`config.mk`:
```
export PLATFORM = sky130hd
export DESIGN_NAME = rfft16_real
export DESIGN_NICKNAME = d
export VERILOG_FILES = /design/src/rtl/rfft16_pkg.sv /design/src/rtl/rfft16_rbfly.sv /design/src/rtl/rfft16_cbfly.sv /design/src/rtl/rfft16_rot.sv /design/src/rtl/rfft16_real.sv
export SDC_FILE = /design/constraint.sdc
export NUM_CORES = 2
export LEC_CHECK = 0
export ABC_CLOCK_PERIOD_IN_PS = 9900
export BUFFER_PORTS_ARGS = -buffer_cell sky130_fd_sc_hd__buf_2
export CORE_MARGIN = 4
export CORE_UTILIZATION = 35
export CTS_CLUSTER_DIAMETER = 120
export DETAILED_ROUTE_END_ITERATION = 8
export SLEW_MARGIN = 20
export SYNTH_ARGS = -nofsm -noshare
export SYNTH_HDL_FRONTEND = slang
export SYNTH_SLANG_ARGS = --single-unit
```
`constraint.sdc`:
```
create_clock -name clk -period 9.9 [get_ports clk]
set_clock_uncertainty 0.2 [all_clocks]
set_input_delay 1.485 -clock clk [delete_from_list [all_inputs] [get_ports clk]]
set_output_delay 1.485 -clock clk [all_outputs]
set_load 0.02 [all_outputs]
```
`src/rtl/rfft16_pkg.sv`:
```
package rfft16_pkg;

  localparam int NPTS    = 16;
  localparam int NBINS   = 9;
  localparam int TW_FRAC = 12;

  typedef enum logic [2:0] {
    PH_LOAD = 3'd0,
    PH_LVL1 = 3'd1,
    PH_LVL2 = 3'd2,
    PH_LVL3 = 3'd3,
    PH_LVL4 = 3'd4,
    PH_EMIT = 3'd5
  } phase_t;

  // cosine part of e^(-j2*pi*m/16), scaled by 2^TW_FRAC
  function automatic int tw_cos(input logic [1:0] m);
    case (m)
      2'd0:    return 4096;
      2'd1:    return 3784;
      2'd2:    return 2896;
      default: return 1567;
    endcase
  endfunction

  // magnitude of the (negated) sine part, scaled by 2^TW_FRAC
  function automatic int tw_sin(input logic [1:0] m);
    case (m)
      2'd0:    return 0;
      2'd1:    return 1567;
      2'd2:    return 2896;
      default: return 3784;
    endcase
  endfunction

  // emission slot -> bin index
  function automatic logic [3:0] slot_bin(input logic [3:0] s);
    case (s)
      4'd0:    return 4'd0;
      4'd1:    return 4'd1;
      4'd2:    return 4'd2;
      4'd3:    return 4'd4;
      4'd4:    return 4'd5;
      4'd5:    return 4'd8;
      4'd6:    return 4'd9;
      4'd7:    return 4'd10;
      default: return 4'd13;
    endcase
  endfunction

endpackage

```
`src/rtl/rfft16_rbfly.sv`:
```
module rfft16_rbfly #(
  parameter int W = 14
) (
  input  logic signed [W-1:0] a,
  input  logic signed [W-1:0] b,
  output logic signed [W-1:0] sum_h,
  output logic signed [W-1:0] dif_h
);
  logic signed [W:0] s_w, d_w, s_r, d_r;

  always_comb begin
    s_w   = $signed({a[W-1], a}) + $signed({b[W-1], b});
    d_w   = $signed({a[W-1], a}) - $signed({b[W-1], b});
    s_r   = (s_w + (W+1)'(1)) >>> 1;
    d_r   = (d_w + (W+1)'(1)) >>> 1;
    sum_h = s_r[W-1:0];
    dif_h = d_r[W-1:0];
  end
endmodule

```
`src/rtl/rfft16_cbfly.sv`:
```
module rfft16_cbfly #(
  parameter int W = 14
) (
  input  logic signed [W-1:0] ar,
  input  logic signed [W-1:0] ai,
  input  logic signed [W-1:0] br,
  input  logic signed [W-1:0] bi,
  output logic signed [W-1:0] sr,
  output logic signed [W-1:0] si,
  output logic signed [W-1:0] dr,
  output logic signed [W-1:0] di
);
  rfft16_rbfly #(.W(W)) u_re (.a(ar), .b(br), .sum_h(sr), .dif_h(dr));
  rfft16_rbfly #(.W(W)) u_im (.a(ai), .b(bi), .sum_h(si), .dif_h(di));
endmodule

```
`src/rtl/rfft16_rot.sv`:
```
module rfft16_rot #(
  parameter int W    = 14,
  parameter int TW_W = 14
) (
  input  logic signed [W-1:0] xr,
  input  logic signed [W-1:0] xi,
  input  logic [1:0]          m,
  output logic signed [W-1:0] yr,
  output logic signed [W-1:0] yi
);
  import rfft16_pkg::*;

  localparam int PW = W + TW_W + 1;
  localparam int SH = TW_FRAC + 1;

  logic signed [TW_W-1:0] cw, sw;
  logic signed [PW-1:0]   pr, pim, qr, qi;
  logic signed [W:0]      hr, hi;

  always_comb begin
    cw  = TW_W'(tw_cos(m));
    sw  = TW_W'(tw_sin(m));
    // (xr + j xi)(cw - j sw), scaled by 1/2 with rounding
    pr  = PW'(xr) * PW'(cw) + PW'(xi) * PW'(sw);
    pim = PW'(xi) * PW'(cw) - PW'(xr) * PW'(sw);
    qr  = (pr  + (PW'(1) <<< (SH-1))) >>> SH;
    qi  = (pim + (PW'(1) <<< (SH-1))) >>> SH;
    // trivial rotation: halve only, no product
    hr  = ($signed({xr[W-1], xr}) + (W+1)'(1)) >>> 1;
    hi  = ($signed({xi[W-1], xi}) + (W+1)'(1)) >>> 1;
    if (m == 2'd0) begin
      yr = hr[W-1:0];
      yi = hi[W-1:0];
    end else begin
      yr = qr[W-1:0];
      yi = qi[W-1:0];
    end
  end
endmodule

```
`src/rtl/rfft16_real.sv`:
```
module rfft16_real #(
  parameter int IN_W = 12,
  parameter int DW   = 14,
  parameter int TW_W = 14
) (
  input  logic                 clk,
  input  logic                 rst_n,
  input  logic                 in_valid,
  output logic                 in_ready,
  input  logic [IN_W-1:0]      in_data,
  output logic                 out_valid,
  input  logic                 out_ready,
  output logic [DW-1:0]        out_re,
  output logic [DW-1:0]        out_im,
  output logic [3:0]           out_bin,
  output logic                 out_last
);
  import rfft16_pkg::*;

  localparam int HALF = NPTS / 2;
  localparam int QTR  = NPTS / 4;
  localparam int EGHT = NPTS / 8;

  // ---------------- reset synchronizer ----------------
  logic [1:0] rst_pipe;
  logic       rst_q;
  always_ff @(posedge clk or negedge rst_n) begin
    if (!rst_n) rst_pipe <= 2'b00;
    else        rst_pipe <= {rst_pipe[0], 1'b1};
  end
  assign rst_q = rst_pipe[1];

  // ---------------- control ----------------
  phase_t     phase_q, phase_d;
  logic [3:0] cnt_q, cnt_d;
  logic       take_smp, take_bin;

  assign in_ready  = (phase_q == PH_LOAD);
  assign out_valid = (phase_q == PH_EMIT);
  assign take_smp  = in_valid && in_ready;
  assign take_bin  = out_valid && out_ready;

  always_comb begin
    phase_d = phase_q;
    cnt_d   = cnt_q;
    unique case (phase_q)
      PH_LOAD: if (take_smp) begin
        cnt_d = cnt_q + 4'd1;
        if (cnt_q == 4'(NPTS-1)) begin phase_d = PH_LVL1; cnt_d = '0; end
      end
      PH_LVL1: begin
        cnt_d = cnt_q + 4'd1;
        if (cnt_q == 4'(HALF-1)) begin phase_d = PH_LVL2; cnt_d = '0; end
      end
      PH_LVL2: begin
        cnt_d = cnt_q + 4'd1;
        if (cnt_q == 4'(QTR-1)) begin phase_d = PH_LVL3; cnt_d = '0; end
      end
      PH_LVL3: begin
        cnt_d = cnt_q + 4'd1;
        if (cnt_q == 4'(EGHT-1)) begin phase_d = PH_LVL4; cnt_d = '0; end
      end
      PH_LVL4: begin
        cnt_d = cnt_q + 4'd1;
        if (cnt_q == 4'(EGHT-1)) begin phase_d = PH_EMIT; cnt_d = '0; end
      end
      PH_EMIT: if (take_bin) begin
        cnt_d = cnt_q + 4'd1;
        if (cnt_q == 4'(NBINS-1)) begin phase_d = PH_LOAD; cnt_d = '0; end
      end
      default: begin phase_d = PH_LOAD; cnt_d = '0; end
    endcase
  end

  always_ff @(posedge clk or negedge rst_q) begin
    if (!rst_q) begin
      phase_q <= PH_LOAD;
      cnt_q   <= '0;
    end else begin
      phase_q <= phase_d;
      cnt_q   <= cnt_d;
    end
  end

  // ---------------- storage ----------------
  logic signed [DW-1:0] xs   [NPTS];
  logic signed [DW-1:0] sa   [HALF];   // level-1 sums (real)
  logic signed [DW-1:0] sd   [HALF];   // level-1 differences (real)
  logic signed [DW-1:0] se   [QTR];    // level-2 sums (real)
  logic signed [DW-1:0] sg   [QTR];    // level-2 differences (real)
  logic signed [DW-1:0] cr   [QTR];    // packed-and-rotated odd branch
  logic signed [DW-1:0] ci   [QTR];
  logic signed [DW-1:0] hr   [EGHT];   // packed-and-rotated 2 mod 4 branch
  logic signed [DW-1:0] hi   [EGHT];
  logic signed [DW-1:0] pp   [EGHT];   // level-3 real sums
  logic signed [DW-1:0] qq   [EGHT];   // level-3 real differences
  logic signed [DW-1:0] ur   [EGHT];
  logic signed [DW-1:0] ui   [EGHT];
  logic signed [DW-1:0] vr   [EGHT];
  logic signed [DW-1:0] vi   [EGHT];

  // ---------------- shared arithmetic ----------------
  logic signed [DW-1:0] rb_a, rb_b, rb_s, rb_d;
  logic signed [DW-1:0] rt_xr, rt_xi, rt_yr, rt_yi;
  logic [1:0]           rt_m;
  logic signed [DW-1:0] cb_ar, cb_ai, cb_br, cb_bi, cb_sr, cb_si, cb_dr, cb_di;
  logic                 emit_dif;

  rfft16_rbfly #(.W(DW)) u_rbfly (
    .a(rb_a), .b(rb_b), .sum_h(rb_s), .dif_h(rb_d));

  rfft16_rot #(.W(DW), .TW_W(TW_W)) u_rot (
    .xr(rt_xr), .xi(rt_xi), .m(rt_m), .yr(rt_yr), .yi(rt_yi));

  rfft16_cbfly #(.W(DW)) u_cbfly (
    .ar(cb_ar), .ai(cb_ai), .br(cb_br), .bi(cb_bi),
    .sr(cb_sr), .si(cb_si), .dr(cb_dr), .di(cb_di));

  // operand selection
  always_comb begin
    rb_a  = '0; rb_b  = '0;
    rt_xr = '0; rt_xi = '0; rt_m = 2'd0;
    cb_ar = '0; cb_ai = '0; cb_br = '0; cb_bi = '0;
    emit_dif = 1'b0;
    unique case (phase_q)
      PH_LVL1: begin
        rb_a = xs[{1'b0, cnt_q[2:0]}];
        rb_b = xs[{1'b1, cnt_q[2:0]}];
      end
      PH_LVL2: begin
        rb_a  = sa[{1'b0, cnt_q[1:0]}];
        rb_b  = sa[{1'b1, cnt_q[1:0]}];
        rt_xr = sd[{1'b0, cnt_q[1:0]}];
        rt_xi = -sd[{1'b1, cnt_q[1:0]}];
        rt_m  = cnt_q[1:0];
      end
      PH_LVL3: begin
        rb_a  = se[{1'b0, cnt_q[0]}];
        rb_b  = se[{1'b1, cnt_q[0]}];
        rt_xr = sg[{1'b0, cnt_q[0]}];
        rt_xi = -sg[{1'b1, cnt_q[0]}];
        rt_m  = {cnt_q[0], 1'b0};
      end
      PH_LVL4: begin
        cb_ar = cr[{1'b0, cnt_q[0]}]; cb_ai = ci[{1'b0, cnt_q[0]}];
        cb_br = cr[{1'b1, cnt_q[0]}]; cb_bi = ci[{1'b1, cnt_q[0]}];
      end
      PH_EMIT: begin
        unique case (cnt_q)
          4'd0, 4'd5: begin cb_ar = pp[0]; cb_br = pp[1]; end
          4'd1, 4'd6: begin cb_ar = ur[0]; cb_ai = ui[0]; cb_br = ur[1]; cb_bi = ui[1]; end
          4'd2, 4'd7: begin cb_ar = hr[0]; cb_ai = hi[0]; cb_br = hr[1]; cb_bi = hi[1]; end
          4'd3:       begin cb_ar = qq[0]; cb_bi = -qq[1]; end
          default:    begin cb_ar = vr[0]; cb_ai = vi[0]; cb_br = vr[1]; cb_bi = vi[1]; end
        endcase
        emit_dif = (cnt_q >= 4'd5);
      end
      default: ;
    endcase
  end

  // datapath registers (no reset, written under explicit enables)
  always_ff @(posedge clk) begin
    if (take_smp)
      xs[cnt_q] <= DW'($signed(in_data));
    if (phase_q == PH_LVL1) begin
      sa[cnt_q[2:0]] <= rb_s;
      sd[cnt_q[2:0]] <= rb_d;
    end
    if (phase_q == PH_LVL2) begin
      se[cnt_q[1:0]] <= rb_s;
      sg[cnt_q[1:0]] <= rb_d;
      cr[cnt_q[1:0]] <= rt_yr;
      ci[cnt_q[1:0]] <= rt_yi;
    end
    if (phase_q == PH_LVL3) begin
      pp[cnt_q[0]] <= rb_s;
      qq[cnt_q[0]] <= rb_d;
      hr[cnt_q[0]] <= rt_yr;
      hi[cnt_q[0]] <= rt_yi;
    end
    if (phase_q == PH_LVL4) begin
      ur[cnt_q[0]] <= cb_sr;
      ui[cnt_q[0]] <= cb_si;
      if (cnt_q[0]) begin        // multiply difference by -j: swap and negate
        vr[1] <= cb_di;
        vi[1] <= -cb_dr;
      end else begin
        vr[0] <= cb_dr;
        vi[0] <= cb_di;
      end
    end
  end

  // ---------------- output ----------------
  assign out_re   = emit_dif ? cb_dr : cb_sr;
  assign out_im   = emit_dif ? cb_di : cb_si;
  assign out_bin  = slot_bin(cnt_q);
  assign out_last = out_valid && (cnt_q == 4'(NBINS-1));

  // ---------------- assertions ----------------
  a_r6_hold_on_stall: assert property (@(posedge clk) disable iff (!rst_q)
    out_valid && !out_ready |=> out_valid && $stable(out_re) && $stable(out_im)
                               && $stable(out_bin) && $stable(out_last));

  a_r3_last_is_13: assert property (@(posedge clk) disable iff (!rst_q)
    out_last |-> out_valid && out_bin == 4'd13);

  a_r5_real_dc_nyq: assert property (@(posedge clk) disable iff (!rst_q)
    out_valid && (out_bin == 4'd0 || out_bin == 4'd8) |-> out_im == '0);

  a_r2_no_take_while_emit: assert property (@(posedge clk) disable iff (!rst_q)
    out_valid |-> !in_ready);

  a_r2_reopen_after_last: assert property (@(posedge clk) disable iff (!rst_q)
    out_last && out_ready |=> in_ready && !out_valid);

  a_r3_bins_advance: assert property (@(posedge clk) disable iff (!rst_q)
    out_valid && out_ready && !out_last |=> out_valid && out_bin > $past(out_bin));

  a_r11_trivial_rot: assert property (@(posedge clk) disable iff (!rst_q)
    phase_q == PH_LVL2 && cnt_q == 4'd0 |=> cr[0] == sa[0] - sa[0] + $past(rt_yr));

endmodule

```
* After elaboration in Yosys (flattened, before gate mapping)
Memories as Yosys holds them, arrays and structs flattened.
Index checks and enable logic that the tools add are counted.
** Word-level totals
- Register bits after elaboration :: 9
- RAM bits :: 896
- Bits in read-only memories :: 32
- Bits of input ports :: 16
- Output and inout port bits :: 35
- Logic and storage cells :: 145
- Memories kept :: 16
** Memories
- xs :: depth 16, width 14, rd ports 2, clocked after memory_dff 0, wr ports 1, RTL line rfft16_real.sv:86 : logic signed [DW-1:0] xs [NPTS];
- sa :: depth 8, width 14, rd ports 2, clocked after memory_dff 0, wr ports 1, RTL line rfft16_real.sv:87 : logic signed [DW-1:0] sa [HALF];
- sd :: depth 8, width 14, rd ports 2, clocked after memory_dff 0, wr ports 1, RTL line rfft16_real.sv:88 : logic signed [DW-1:0] sd [HALF];
- ci :: depth 4, width 14, rd ports 2, clocked after memory_dff 0, wr ports 1, RTL line rfft16_real.sv:92 : logic signed [DW-1:0] ci [QTR];
- cr :: depth 4, width 14, rd ports 2, clocked after memory_dff 0, wr ports 1, RTL line rfft16_real.sv:91 : logic signed [DW-1:0] cr [QTR];
- se :: depth 4, width 14, rd ports 2, clocked after memory_dff 0, wr ports 1, RTL line rfft16_real.sv:89 : logic signed [DW-1:0] se [QTR];
- 10 more memories
** Operators by class
- Add/subtract/negate cells :: 23
- Multipliers :: 4
- $lt $le $gt $ge :: 1
- Equal/unequal tests :: 23
- Muxes and demuxes :: 60
- Reductions and logical operators :: 15
** Operator list (number)
- case mux 14 bit (2 select lines) :: 6
- case mux 14 bit (4 select lines) :: 3
- case mux 14 bit (3 select lines) :: 3
- adder 15 x 2 -> 15 bit (second input constant) :: 6
- 2-to-1 mux 14 bit :: 6
- negation 14 bit :: 4
- adder 27 x 14 -> 27 bit (second input constant) :: 2
- multiplier 14 x 13 -> 27 bit :: 2
- multiplier 14 x 14 -> 27 bit :: 2
- adder 14 x 14 -> 15 bit :: 3
- subtractor 14 x 14 -> 15 bit :: 3
- case mux 13 bit (3 select lines) :: 1
- case mux 12 bit (3 select lines) :: 1
- 2-to-1 mux 4 bit :: 8
- adder 14 x 2 -> 15 bit (second input constant) :: 2
- OR reduction 14 bit :: 2
- adder 27 bit :: 1
- subtractor 27 bit :: 1
- 2-to-1 mux 3 bit :: 8
- 2-to-1 mux 1 bit :: 21
- case mux 4 bit (5 select lines) :: 1
- case mux 3 bit (6 select lines) :: 1
- equality test 4 x 3 -> 1 bit (second input constant) :: 3
- equality test 4 x 2 -> 1 bit (second input constant) :: 2
- 20 further kinds :: 34

* Depth between registers and ports, before layout
- Depth after elaboration :: 8
- Depth in mapped cells :: 47
- Mapped depth without buffers :: 34

* Cells and area by module
Synthesis repeated with hierarchy kept, for this count alone.
** Second synthesis, totals
- Cell total of the unflattened synthesis :: 4947
- Area total of the unflattened synthesis :: 62526.2 um2
** Modules (own cells, without submodules)
- rfft16_real :: times used 1, cells an instance 1890, area an instance 34075.2 um2, sequential area each 26170.1 um2
- rfft16_rot :: times used 1, cells an instance 2483, area an instance 24098.1 um2, sequential area each 0.0 um2
- rfft16_rbfly at u_cbfly.u_im ... :: times used 2, cells an instance 187, area an instance 1425.1 um2, sequential area each 0.0 um2
- rfft16_rbfly at u_rbfly :: times used 1, cells an instance 200, area an instance 1502.7 um2, sequential area each 0.0 um2

* Worst setup path before layout
Ideal clock, no wire load.
- Path type :: reg-to-reg
- Start :: reg phase_q[2]
- End :: mem ci[0][13], data pin
- Library setup time :: 288 ps
- Arrival :: 12131 ps
- Data required time :: 9412 ps
- Path slack :: -2719 ps
- Cell stages (with the launch flop) :: 34
- Buffers on the path :: 8
- Period minus slack after synthesis :: 12619 ps
- Path through :: dfrtp_1 -> clkbuf_1 -> nand3b_1 -> clkbuf_1 -> buf_1 -> buf_1 -> clkbuf_1 -> nor2_1 -> a21oi_1 -> inv_1 -> ha_1 -> clkbuf_1 -> clkbuf_1 -> clkbuf_1 -> nand2_1 -> fa_1 -> fa_1 -> fa_1 -> fa_1 -> fa_1 -> fa_1 -> fa_1 -> fa_1 -> ha_1 -> a21o_1 -> a21o_1 -> a21oi_1 -> a2bb2oi_1 -> o21ai_0 -> a221o_1 -> a221o_1 -> a21oi_1 -> xnor2_1 -> o21ai_1
** Between the ends
- Word-level cells in the longest chain between the ends :: 8
- Elaborated cells on any way between the ends :: 16
- Classes of those cells :: add/sub: 3; mul: 2; eq/ne: 4; mux: 6; reduce/logical: 1
** Ends and longest elaborated chain
- from (decl) :: RTL line rfft16_real.sv:34 : phase_t phase_q, phase_d;
- from (signal assigned) :: RTL line rfft16_real.sv:80 : phase_q <= phase_d;
- equality test 3 x 2 -> 1 bit :: RTL line rfft16_real.sv:125 : unique case (phase_q)
- case mux 2 bit (2 select lines) :: RTL line rfft16_real.sv:125
- equality test 2 bit, or another cell as far along :: RTL line rfft16_pkg.sv:18, rfft16_pkg.sv:28
- case mux 13 bit (3 select lines) or case mux 12 bit (3 select lines) (tied branches) :: RTL line rfft16_pkg.sv:18, rfft16_pkg.sv:28
- multiplier 14 x 14 -> 27 bit or multiplier 14 x 13 -> 27 bit (tied branches) :: RTL line rfft16_rot.sv:25 : pim = PW'(xi) * PW'(cw) - PW'(xr) * PW'(sw);
- subtractor 27 bit :: RTL line rfft16_rot.sv:25
- adder 27 x 14 -> 27 bit :: RTL line rfft16_rot.sv:27 : qi = (pim + (PW'(1) <<< (SH-1))) >>> SH;
- 2-to-1 mux 14 bit (*) :: RTL line rfft16_rot.sv:31 : if (m == 2'd0) begin
- via rt_yi[13] :: RTL line rfft16_real.sv:104 : logic signed [DW-1:0] rt_xr, rt_xi, rt_yr, rt_yi;
- to (decl) :: RTL line rfft16_real.sv:92
Mark *: on every way through the listed nets, which the timed path passes. The rest lies on a longest branch.

* Worst setup path after layout
- Start :: reg cnt_q[0]
- End :: mem cr[2][11], data pin
** Between the ends
- Word-level cells in the longest chain between the ends :: 7
- Elaborated cells on any way between the ends :: 18
- Classes of those cells :: add/sub: 5; mul: 2; eq/ne: 2; mux: 6; reduce/logical: 1; memory: 2
** Ends and longest elaborated chain
- from (decl) :: RTL line rfft16_real.sv:35 : logic [3:0] cnt_q, cnt_d;
- from (signal assigned) :: RTL line rfft16_real.sv:81 : cnt_q <= cnt_d;
- memory read (8 x 14 bit), or another cell as far along
- negation 14 bit, or another cell as far along :: RTL line rfft16_real.sv:134 : rt_xi = -sd[{1'b1, cnt_q[1:0]}];
- case mux 14 bit (2 select lines), or another cell as far along :: RTL line rfft16_real.sv:125
- multiplier 14 x 13 -> 27 bit or multiplier 14 x 14 -> 27 bit (tied branches) :: RTL line rfft16_rot.sv:24 : pr = PW'(xr) * PW'(cw) + PW'(xi) * PW'(sw);
- adder 27 bit :: RTL line rfft16_rot.sv:24
- adder 27 x 14 -> 27 bit :: RTL line rfft16_rot.sv:26 : qr = (pr + (PW'(1) <<< (SH-1))) >>> SH;
- 2-to-1 mux 14 bit (*) :: RTL line rfft16_rot.sv:31
- via rt_yr[11] :: RTL line rfft16_real.sv:104
- to (decl) :: RTL line rfft16_real.sv:91
Marks and branches as above.

==> reports/metrics.cfg <==
[clock_network]
cts.path.max_buffers = 3
cts_max_level = 3
ctsHoldBuffers = 0
cts_sinks = 873
clkLatencyLatePin_ns = 0.69
clk_pin_slew_worst_paths_ns = 0.06
cts_made_buffers = 89
clockRootBuffer = clkbuf_16
cts_tree = built

[synth]
synth_seq_cells = 873
avgSynthCellArea_sq_um = 12.5
syn_inst = 5028
synthFlopType = edfxtp_1
yosys.area.top_type = edfxtp_1
ys_types = 88
ys_seq_area_share_pct = 41.7
syn_area_sq_um = 62700
ys_top_cells_by_count = inv_1, edfxtp_1, fa_1, ha_1, nand2_1
async_flop_share_pct = 1.03
ys_warn_count = 0
post-synth-top-area-fraction_pct = 41.4
yosysMostFrequentCell = inv_1
synth-edff-count = 864
synth_area_leaders = edfxtp_1, fa_1, ha_1

[critical_path]
crit_family = adder cells
r2r-end = cr[2][11]
critical-path-max-stage-delay_ns = 0.59
crit_fanout = 6
path_buf_inv = 11
end_kind = register
startpoint = cnt_q[0]
path_class = reg2reg
crit_arrival_ns = 9.91
r2r-start = cnt_q[0]
r2r_slack_ns = 0.34
start_kind = register
cp_slowest_cell = fa_1
reg2regPathDepth = 35
critPathMostFrequentCell = buf_4
critPathRequiredTime_ns = 10.26

[floorplan]
core_area_sq_um = 178000
die_w_um = 431
start_util_pct = 35.2
die_y_um = 431
dieArea_sq_um = 186000
rows = 155
ios = 51

[final_layout]
design_area_sq_um = 70900
n_fill_cell = 16900
area.growth.synth_to_final_pct = 13.1
drive_gt1_share_pct = 13.5
final_nets = 6425
fin_util_pct = 39.8
antenna_cells = 0

[routing]
dr.first_iter.drc_count = 3441
avgViaCountPerCell = 5.20
first_pass_iters = 6
post-route-drc-count = 0
vias = 40100
final_antenna_net_count = 0
wirelength_um = 189000
avgRoutedWirePerCell_um = 24.5

[global_routing]
grt_pass1_wl_um = 281000
grt_pass1_vias = 42100
grt-ovfl-total = 0
grt_max_degree = 57
grt_antenna_before_repair = 8
grt_usage_pct = 20.4

[timing]
hold_viol = 6
relSlewSlack_pct = 15.9
period_share_pct = 96.5
period_minus_slack_ns = 9.56
tightest_slew_ns = 1.25
max_freq_ghz = 0.105
setup_viol = 0
holdWs_ns = -0.00956
slew_viol_final = 0

[place]
dpl_cell_area_sq_um = 67600
place.port_buffers = 50
place_congestion = 0.996
hpwlAfterDp_um = 145000

[run_status]
outcome = finished, violations left
violations = hold timing

[min_path]
min_path_type = reg2async

[run]
timing.max_cap.violations = 0

[stage by stage]
stage	setup TNS, ns	worst slack, ns	instances	hold slack (ns)
final	0	0.344	7717	-0.00956
after global routing	-0.00106	-0.00106	7717	0.00935
after CTS	0	0.00568	7702	0.00303
after detailed placement	-4.42	-0.312	7539	-0.00230
after global placement	-2.56	-0.325	7538	0.00276
after floorplan	-2.54	-0.220	5029	-0.119
[state kept, by name, indices dropped and copies added, names as in the netlist, 56 cells and up]
name and flops:
cr 56, xs 192, se 56, sd 112
sg 56, ci 56, sa 112
[how the worst max path moves through the flow]
| stage | to | slack, ns | cells after the start |
|---|---|---|---|
| global route | out_re[13] | -0.001 | 26 |
| finish | cr[2][11] | 0.34 | 35 |
| CTS | hr[0][13] | 0.006 | 36 |
| detailed placement | cr[2][11] | -0.31 | 37 |
| global placement | cr[2][11] | -0.33 | 37 |
| floorplan | ci[0][13] | -0.22 | 44 |
[cell usage in the layout (no fill, tap or decap), types with 13 or more instances in the layout]
| cell type | n |
|---|---|
| a211oi_1 | 30 |
| a21o_1 | 25 |
| a21oi_1 | 125 |
| a221o_1 | 14 |
| a221oi_1 | 32 |
| a222oi_1 | 18 |
| a22o_1 | 15 |
| a22oi_1 | 102 |
| a31oi_1 | 31 |
| a41o_1 | 17 |
| and2_1 | 45 |
| buf_2 | 50 |
| buf_4 | 272 |
| clkbuf_1 | 13 |
| clkbuf_16 | 91 |
| clkinv_1 | 15 |
| edfxtp_1 | 864 |
| fa_1 | 660 |
| ha_1 | 447 |
| inv_1 | 974 |
| mux2_2 | 76 |
| mux2i_1 | 75 |
| mux4_2 | 47 |
| nand2_1 | 209 |
| nand2b_1 | 71 |
| nand3_1 | 38 |
| nand4_1 | 17 |
| nor2_1 | 178 |
| nor2b_1 | 60 |
| nor3_1 | 39 |
| nor3_2 | 13 |
| o211ai_1 | 17 |
| o21ai_0 | 100 |
| o22ai_1 | 19 |
| o2bb2ai_1 | 16 |
| or2_2 | 18 |
| or3_1 | 20 |
| xnor2_1 | 136 |
| xor2_1 | 66 |
[area by class of cell]
cell class,count,area [sq um],area share (%)
clock buffers,103,2300,3.24
clock inverters,54,578,0.815
inverters,980,3680,5.19
multi-input cells,3017,32700,46.1
flip-flops and latches,873,26200,36.9
well taps,2355,2950,4.15
repair buffers,335,2540,3.58
[logic make-up (layout without fill, tap and decap cells)]
group                      Yosys count  after routing  synth area share (%)
buffers and inverters             1140           1472                  6.93
adders and majority gates         1114           1114                  30.1
DFF                                873            873                  41.7
and+or+nand+nor                    802            803                  6.33
AOI/OAI and AO/OA                  686            686                  7.61
xor gates and xnor gates           212            212                  3.00
muxes                              200            200                  4.29
other                                1              2               0.00598
[layer usage]
layer | part of all wire (%) | track usage, %
met1 | 41 | 27.4
met2 | 47 | 33.3
met3 | 7.0 | 3.17
met4 | 4.6 | 7.89
met5 | 0 | 0
[timing repair]
item,4_1_cts,5_1_grt
cloned,0,2
gates resized for setup,5,45
buffers inserted,6,13
pin swaps,2,19
endpoints found under the setup margin,58,131
endpoints found under the hold margin,0,0
Power is not shown: default switching activity piles up to over one toggle a cycle in this logic, so the estimate is an artifact.
